<file path="config.mk">
export PLATFORM = sky130hd
export DESIGN_NAME = autobaud_meter
export DESIGN_NICKNAME = d
export VERILOG_FILES = /design/src/rtl/abm_pkg.sv /design/src/rtl/abm_line_sync.sv /design/src/rtl/abm_meter.sv /design/src/rtl/abm_ctrl.sv /design/src/rtl/abm_flags.sv /design/src/rtl/autobaud_meter.sv
export SDC_FILE = /design/constraint.sdc
export NUM_CORES = 1
export LEC_CHECK = 0
export ABC_AREA = 1
export BUFFER_PORTS_ARGS = -buffer_cell sky130_fd_sc_hd__buf_2
export CAP_MARGIN = 30
export CORE_UTILIZATION = 45
export CTS_BUF_LIST = sky130_fd_sc_hd__clkbuf_8
export CTS_CLUSTER_SIZE = 8
export DETAILED_ROUTE_END_ITERATION = 10
export GPL_ROUTABILITY_DRIVEN = 0
export PLACE_DENSITY = 0.7
export SYNTH_ARGS = -nofsm -noshare
export SYNTH_HDL_FRONTEND = slang
export SYNTH_SLANG_ARGS = --single-unit
</file>
<file path="constraint.sdc">
create_clock -name clk -period 1.75 [get_ports clk]
set_clock_uncertainty 0.1 [all_clocks]
set_input_delay 0.35 -clock clk [delete_from_list [all_inputs] [get_ports clk]]
set_output_delay 0.35 -clock clk [all_outputs]
set_load 0.02 [all_outputs]
</file>
<file path="src/rtl/abm_pkg.sv">
// Package abm_pkg
// Types shared by the auto-baud measurement blocks.
// Assumes: nothing beyond a common clock domain for all users.
package abm_pkg;

    // Measurement sequencer states
    typedef enum logic [1:0] {
        ABM_IDLE  = 2'd0,
        ABM_ARMED = 2'd1,
        ABM_COUNT = 2'd2
    } abm_state_e;

    // Index of each sticky status flag in the flag bank
    localparam int unsigned FLAG_EOM = 0;
    localparam int unsigned FLAG_TMO = 1;
    localparam int unsigned NUM_FLAGS = 2;

endpackage

</file>
<file path="src/rtl/abm_line_sync.sv">
// Module abm_line_sync
// Brings the asynchronous receive line into the clock domain through a
// flop chain. It then flags single-cycle falling and rising edges found on
// the synchronized level.
// Assumes: SYNC_STAGES >= 2; the line idles high, so the chain resets to 1.
module abm_line_sync #(
    parameter int unsigned SYNC_STAGES = 2
) (
    input  logic clk,
    input  logic rst_n,
    input  logic line_i,
    output logic fall_o,
    output logic rise_o
);

    logic [SYNC_STAGES-1:0] chain_q;
    logic                   level;
    logic                   level_prev_q;

    assign level = chain_q[SYNC_STAGES-1];

    // Shift the raw line through the synchronizer chain
    always_ff @(posedge clk) begin
        if (!rst_n) begin
            chain_q <= '1;
        end else begin
            chain_q <= {chain_q[SYNC_STAGES-2:0], line_i};
        end
    end

    // Keep the previous synchronized level for edge comparison
    always_ff @(posedge clk) begin
        if (!rst_n) begin
            level_prev_q <= 1'b1;
        end else begin
            level_prev_q <= level;
        end
    end

    // Edge pulses derived from synchronized samples only
    always_comb begin
        fall_o = level_prev_q & ~level;
        rise_o = ~level_prev_q & level;
    end

endmodule

</file>
<file path="src/rtl/abm_meter.sv">
// Module abm_meter
// Measurement counter with a sub-count below divisor resolution. It counts
// enabled cycles and reports overflow. It also forms the divisor: the count
// shifted down by SUB_W, or by SUB_W+1 when two bit times were measured,
// with a zero result forced to 1.
// Assumes: clear_i wins over begin_i, and begin_i wins over run_i.
module abm_meter #(
    parameter int unsigned DIV_W = 16,
    parameter int unsigned SUB_W = 4
) (
    input  logic             clk,
    input  logic             rst_n,
    input  logic             clear_i,
    input  logic             begin_i,
    input  logic             run_i,
    input  logic             tick_i,
    input  logic             half_i,
    output logic             ovf_o,
    output logic [DIV_W-1:0] quot_o
);

    localparam int unsigned CNT_W = DIV_W + SUB_W;
    localparam logic [CNT_W-1:0] CNT_MAX = {CNT_W{1'b1}};

    logic [CNT_W-1:0] cnt_q;
    logic [CNT_W-1:0] shifted;
    logic [DIV_W-1:0] quot_raw;

    // Count enabled cycles; the opening cycle counts if enabled
    always_ff @(posedge clk) begin
        if (!rst_n) begin
            cnt_q <= '0;
        end else if (clear_i) begin
            cnt_q <= '0;
        end else if (begin_i) begin
            cnt_q <= {{(CNT_W-1){1'b0}}, tick_i};
        end else if (run_i && tick_i && (cnt_q != CNT_MAX)) begin
            cnt_q <= cnt_q + 1'b1;
        end
    end

    // Overflow when one more enabled cycle arrives at full count
    always_comb begin
        ovf_o = run_i & tick_i & (cnt_q == CNT_MAX);
    end

    // Divide by 16 per measured bit and floor the result at 1
    always_comb begin
        shifted  = half_i ? (cnt_q >> (SUB_W + 1)) : (cnt_q >> SUB_W);
        quot_raw = shifted[DIV_W-1:0];
        quot_o   = (quot_raw == '0) ? {{(DIV_W-1){1'b0}}, 1'b1} : quot_raw;
    end

endmodule

</file>
<file path="src/rtl/abm_ctrl.sv">
// Module abm_ctrl
// Sequencer for one measurement: idle, armed (waiting for the opening
// falling edge), counting (waiting for the closing edge or overflow).
// It latches the mode at start and owns the divisor latch and load strobe.
// Assumes: edge inputs are single-cycle pulses from the synchronizer.
module abm_ctrl
    import abm_pkg::*;
#(
    parameter int unsigned DIV_W = 16
) (
    input  logic             clk,
    input  logic             rst_n,
    input  logic             start_i,
    input  logic             mode_i,
    input  logic             fall_i,
    input  logic             rise_i,
    input  logic             ovf_i,
    input  logic [DIV_W-1:0] quot_i,
    output logic             clear_o,
    output logic             begin_o,
    output logic             run_o,
    output logic             half_o,
    output logic             finish_o,
    output logic             abort_o,
    output logic [DIV_W-1:0] divisor_o,
    output logic             load_o,
    output logic             busy_o
);

    abm_state_e       state_q;
    abm_state_e       state_d;
    logic             mode_q;
    logic             stop_edge;
    logic [DIV_W-1:0] divisor_q;
    logic             load_q;

    // Closing edge depends on the mode latched at start
    always_comb begin
        half_o    = ~mode_q;
        stop_edge = mode_q ? rise_i : fall_i;
    end

    // Counter commands and completion events for this cycle
    always_comb begin
        clear_o  = start_i;
        begin_o  = (state_q == ABM_ARMED) & fall_i & ~start_i;
        run_o    = (state_q == ABM_COUNT) & ~stop_edge & ~start_i;
        finish_o = (state_q == ABM_COUNT) & stop_edge & ~start_i;
        abort_o  = (state_q == ABM_COUNT) & ovf_i & ~start_i;
    end

    // Next-state choice; a new start always re-arms
    always_comb begin
        state_d = state_q;
        if (start_i) begin
            state_d = ABM_ARMED;
        end else begin
            case (state_q)
                ABM_ARMED: if (fall_i) state_d = ABM_COUNT;
                ABM_COUNT: if (finish_o || abort_o) state_d = ABM_IDLE;
                default:   state_d = ABM_IDLE;
            endcase
        end
    end

    // State register
    always_ff @(posedge clk) begin
        if (!rst_n) begin
            state_q <= ABM_IDLE;
        end else begin
            state_q <= state_d;
        end
    end

    // Sample the mode only when a measurement is started
    always_ff @(posedge clk) begin
        if (!rst_n) begin
            mode_q <= 1'b0;
        end else if (start_i) begin
            mode_q <= mode_i;
        end
    end

    // Divisor latch and its one-cycle load strobe
    always_ff @(posedge clk) begin
        if (!rst_n) begin
            divisor_q <= '0;
            load_q    <= 1'b0;
        end else begin
            load_q <= finish_o;
            if (finish_o) begin
                divisor_q <= quot_i;
            end
        end
    end

    assign divisor_o = divisor_q;
    assign load_o    = load_q;
    assign busy_o    = (state_q != ABM_IDLE);

endmodule

</file>
<file path="src/rtl/abm_flags.sv">
// Module abm_flags
// Bank of sticky status flags. Each flag sets on its event when enabled and
// clears only on its own clear input. A set and a clear in the same cycle
// leave the flag set, so no event is lost.
// Assumes: all inputs are synchronous single-cycle pulses or levels.
module abm_flags #(
    parameter int unsigned N = 2
) (
    input  logic         clk,
    input  logic         rst_n,
    input  logic [N-1:0] event_i,
    input  logic [N-1:0] enable_i,
    input  logic [N-1:0] clear_i,
    output logic [N-1:0] flag_o
);

    for (genvar g = 0; g < N; g++) begin : g_flag
        logic flag_q;

        // Sticky flag: set wins over clear
        always_ff @(posedge clk) begin
            if (!rst_n) begin
                flag_q <= 1'b0;
            end else if (event_i[g] && enable_i[g]) begin
                flag_q <= 1'b1;
            end else if (clear_i[g]) begin
                flag_q <= 1'b0;
            end
        end

        assign flag_o[g] = flag_q;
    end

endmodule

</file>
<file path="src/rtl/autobaud_meter.sv">
// Module autobaud_meter
// Auto-baud detector top. It synchronizes the receive line, times the
// opening bit (or bits) of an 'A'/'a' character in enabled clock cycles,
// and writes the resulting baud divisor with a load strobe and status flags.
// Assumes: tick_en stands in for any prescaler; mode 0 relies on bit 0 of
// the character being 1 and bit 1 being 0.
module autobaud_meter
    import abm_pkg::*;
#(
    parameter int unsigned DIV_W       = 16,
    parameter int unsigned SUB_W       = 4,
    parameter int unsigned SYNC_STAGES = 2
) (
    input  logic             clk,
    input  logic             rst_n,
    input  logic             rxd,
    input  logic             tick_en,
    input  logic             mode_sel,
    input  logic             start_set,
    input  logic             eom_ie,
    input  logic             tmo_ie,
    input  logic             eom_clr,
    input  logic             tmo_clr,
    output logic [DIV_W-1:0] divisor,
    output logic             div_load,
    output logic             eom_flag,
    output logic             tmo_flag,
    output logic             busy
);

    logic                 fall;
    logic                 rise;
    logic                 cnt_clear;
    logic                 cnt_begin;
    logic                 cnt_run;
    logic                 half;
    logic                 ovf;
    logic                 finish;
    logic                 abort;
    logic [DIV_W-1:0]     quot;
    logic [NUM_FLAGS-1:0] flag_evt;
    logic [NUM_FLAGS-1:0] flag_en;
    logic [NUM_FLAGS-1:0] flag_clr;
    logic [NUM_FLAGS-1:0] flags;

    abm_line_sync #(
        .SYNC_STAGES(SYNC_STAGES)
    ) u_sync (
        .clk    (clk),
        .rst_n  (rst_n),
        .line_i (rxd),
        .fall_o (fall),
        .rise_o (rise)
    );

    abm_meter #(
        .DIV_W(DIV_W),
        .SUB_W(SUB_W)
    ) u_meter (
        .clk     (clk),
        .rst_n   (rst_n),
        .clear_i (cnt_clear),
        .begin_i (cnt_begin),
        .run_i   (cnt_run),
        .tick_i  (tick_en),
        .half_i  (half),
        .ovf_o   (ovf),
        .quot_o  (quot)
    );

    abm_ctrl #(
        .DIV_W(DIV_W)
    ) u_ctrl (
        .clk       (clk),
        .rst_n     (rst_n),
        .start_i   (start_set),
        .mode_i    (mode_sel),
        .fall_i    (fall),
        .rise_i    (rise),
        .ovf_i     (ovf),
        .quot_i    (quot),
        .clear_o   (cnt_clear),
        .begin_o   (cnt_begin),
        .run_o     (cnt_run),
        .half_o    (half),
        .finish_o  (finish),
        .abort_o   (abort),
        .divisor_o (divisor),
        .load_o    (div_load),
        .busy_o    (busy)
    );

    // Route completion events, enables and clears into the flag bank
    always_comb begin
        flag_evt           = '0;
        flag_en            = '0;
        flag_clr           = '0;
        flag_evt[FLAG_EOM] = finish;
        flag_evt[FLAG_TMO] = abort;
        flag_en[FLAG_EOM]  = eom_ie;
        flag_en[FLAG_TMO]  = tmo_ie;
        flag_clr[FLAG_EOM] = eom_clr;
        flag_clr[FLAG_TMO] = tmo_clr;
    end

    abm_flags #(
        .N(NUM_FLAGS)
    ) u_flags (
        .clk      (clk),
        .rst_n    (rst_n),
        .event_i  (flag_evt),
        .enable_i (flag_en),
        .clear_i  (flag_clr),
        .flag_o   (flags)
    );

    assign eom_flag = flags[FLAG_EOM];
    assign tmo_flag = flags[FLAG_TMO];

endmodule

</file>
==> results.yml <==
setup_path:
  critical_path.startpoint_type: "flip-flop"
  cpLargestDelayFamily: "simple AND/OR/NAND/NOR gates"
  critical_path.max_stage_delay_ps: 310
  path_cells: "inv_1 > nand2_1 > nor2_2 > nand3_2 > nor2_4 > nand2_4 > o21ai_0 > nor2_1"
  worst-path-buf-inv: 1
  critical-path-slowest-cell: "dfxtp_1"
  cp_endpoint_kind: "flip-flop"
  crit_required_ps: 1840
  worst-setup-path-type: "reg -> reg"
  arrival_ps: 1730
  timing.critical_path.fanout_max: 10
synthesis:
  syn_inst: 353
  postSynthNetCount: 364
  seq_area_frac_synth_pct: 38.34
  yosysTopAreaCellShare_pct: 38.34
  count_of_flip_flops_with_a_built_in_enable_after_synthesis: 0
  async_flop_share_pct: 0
  synthesis.area_mm2: 0.002350
  post_synth_main_area_contributors: "dfxtp_1 (38%), nand2_1 (19%), a21oi_1 (8.1%)"
  synth_ff_type: "dfxtp_1"
  post-synth-top-area-cell: "dfxtp_1"
  synth_cell_type_count: 30
  yosys_warnings: 0
  synth.avg_cell_area_um2: 6.657
  ys_seq_elements: 45
timing:
  final_period_minus_worst_setup_slack_ps: 1639
  rsz_0062_raised_after_global_routing: "no"
  finalSetupViolCount: 0
  achievable_frequency_mhz: 610.0
  tightestPinTransition_ps: 350.0
  max_slew_margin_pct: 76.42
  final.hold.worst_slack_ps: 140.3
  tns_ps: 0
  hold_viol_final: 0
  final_min_period_over_clock_period_pct: 93.67
  postLayoutSetupSlackWorst_ps: 110.7
  slew_viol_final: 0
clocking:
  numCtsBuffers: 5
  cts.root.buffer_cell: "clkbuf_8"
  cts_hold_repair.buffers: 0
  cts_buffer_depth: 2
  clock_tree_from_tritoncts: "yes"
  cts.reportedPaths.clkPinSlew_ps: 90
  cts.sinks: 45
  cts_max_level: 2
  clk-insertion-delay-late_ps: 290
floorplanning:
  io-pin-count: 30
  core_area_mm2: 0.004880
  die_height_um: 74.26
  horiz_die_dim_um: 74.26
  placement_rows: 25
  effective_utilization_at_floorplan_pct: 48.15
  die_area_mm2: 0.005515
drt:
  routed-via-count: 2299
  drt.antenna.violating_nets: 0
  wire_per_inst_um: 11.77
  routed_wirelength_um: 5518
  drt_iter0_drc: 101
  remaining_drc_errors: 0
  first_drt_pass_iteration_count: 5
  viasPerCell: 4.902
global_route:
  grt_antenna_before_repair: 0
  global_route.peak_usage_layer: "met2"
  grt_util_met2_pct: 34.14
  grt_start_max_net_pins: 26
  grt_pass1_vias: 1980
  globalRouteOverflowTotal: 0
  met1_usage_pct: 26.57
  globalRouteMet3Util_pct: 3.794
  groute.usage.overall_pct: 20.23
  global_route_wire_length_before_repair_um: 8638
power:
  vdd_ir_drop_max_mv: 0.5859
  power.leakage_nw: 1.164
  powerDensity_mw_per_mm2: 626.8
final_layout:
  final_area_mm2: 0.002809
  num-fill-cells: 475
  areaGrowthSynthToFinish_pct: 19.54
  fin_nets: 412
  final_layout_size_suffix_gt1_share_pct: 21.14
  utilization_pct: 57.56
  insertedDiodeCount: 0
flow_run:
  cap_viol_max_count: 0
worst_hold_path:
  timing.hold.worst.class: "in -> reg"
place:
  dpl_cell_area_mm2: 0.002651
  preCtsSetupSlack_ps: 41.59
  place.detailed.hpwl_um: 3963
  port_buffers: 29
run_status:
  run_status: "finished clean"
[metal layers]
| layer | wire, um | share of wire [%] |
|---|---|---|
| met5 | 0 | 0 |
| met3 | 208 | 3.8 |
| met2 | 2506 | 45 |
| met1 | 2753 | 50 |
| met4 | 50 | 0.91 |
[sequential cells by signal, summed over array words and instances (netlist names)]
signal / count
u_ctrl.divisor_o: 16
u_ctrl.load_o: 1
u_ctrl.mode_q: 1
u_ctrl.state_q: 2
u_flags.g_flag.flag_q: 2
u_meter.cnt_q: 20
u_sync.chain_q: 2
u_sync.level_prev_q: 1
[metrics by stage]
stage | std cells | power (mW)
finish | 469 | 1.761
global route | 469 | 1.836
CTS | 465 | 1.762
detailed placement | 457 | 1.162
global placement | 457 | 1.161
floorplan | 353 | 1.128
[cells by family (layout without fill, tap and decap cells)]
| family | after synthesis | count (layout) | synth area share (%) |
|---|---|---|---|
| xor+xnor | 15 | 15 | 5.591 |
| compound gates | 66 | 66 | 14.22 |
| flops | 45 | 45 | 38.34 |
| buf+inv | 39 | 86 | 8.306 |
| fa+ha+maj | 1 | 1 | 0.5324 |
| simple gates | 187 | 189 | 33.01 |
[area by class of cell]
class | instances | area [um2] | area share (%)
flip-flops and latches | 45 | 905.9 | 32.25
well taps | 67 | 83.83 | 2.984
clock buffers | 5 | 68.82 | 2.450
multi-input cells | 271 | 1295 | 46.10
clock inverters | 3 | 13.76 | 0.4900
repair buffers | 50 | 315.3 | 11.22
inverters | 28 | 126.4 | 4.499
[cells in the final DEF (no fill, tap or decap), types with 3 or more instances in the layout]
master      n
buf_2      29
nor2_1     38
buf_4      20
nor2_2      6
xor2_1     14
nand2_1   117
dfxtp_1    41
inv_1      24
clkbuf_8    5
nand3_1    13
a21oi_1    38
dfxtp_2     4
nand2_4     3
or2_2       5
o21ai_0    24
[cells in the mapped netlist, types with 2 or more instances]
master,number
clkinv_1,2
o21ai_0,24
xor2_1,14
o21ai_1,2
buf_2,3
buf_6,4
a21oi_1,38
dfxtp_1,45
nand3_1,13
or2_2,5
buf_4,2
nor2_1,39
nand2_2,3
inv_1,23
nor2_2,5
nand2_1,117
[worst register-to-register path: cells and delay by family, from the launching register on]
family / cells / cell delay [ps]
simple gates: 6 / 840
compound gates: 1 / 220
buf+inv: 1 / 80
flops: 1 / 310
[path summary, 6_finish.rpt]
kind / startpoint / end / slack [ps] / cells after the start
max: u_ctrl.state_q[0] / u_meter.cnt_q[1] / 110 / 8
min: eom_clr / u_flags.g_flag[0].flag_q / 140 / 2
max reg2reg: u_ctrl.state_q[0] / u_meter.cnt_q[1] / 110 / 8
min reg2reg: u_sync.chain_q[0] / u_sync.chain_q[1] / 320 / 1
[timing repair]
| item | CTS | global route |
|---|---|---|
| setup endpoints to repair | 0 | 26 |
| gates resized for setup | 0 | 13 |
| buffers inserted | 0 | 2 |
[power breakdown]
group	switching [mW]	total, mW	internal, mW
Combinational	0.0655	0.106	0.0401
Clock	0.349	0.621	0.272
Sequential	0.00485	1.03	1.03
Total	0.419	1.76	1.34
Power figures use the tool's default switching activity.
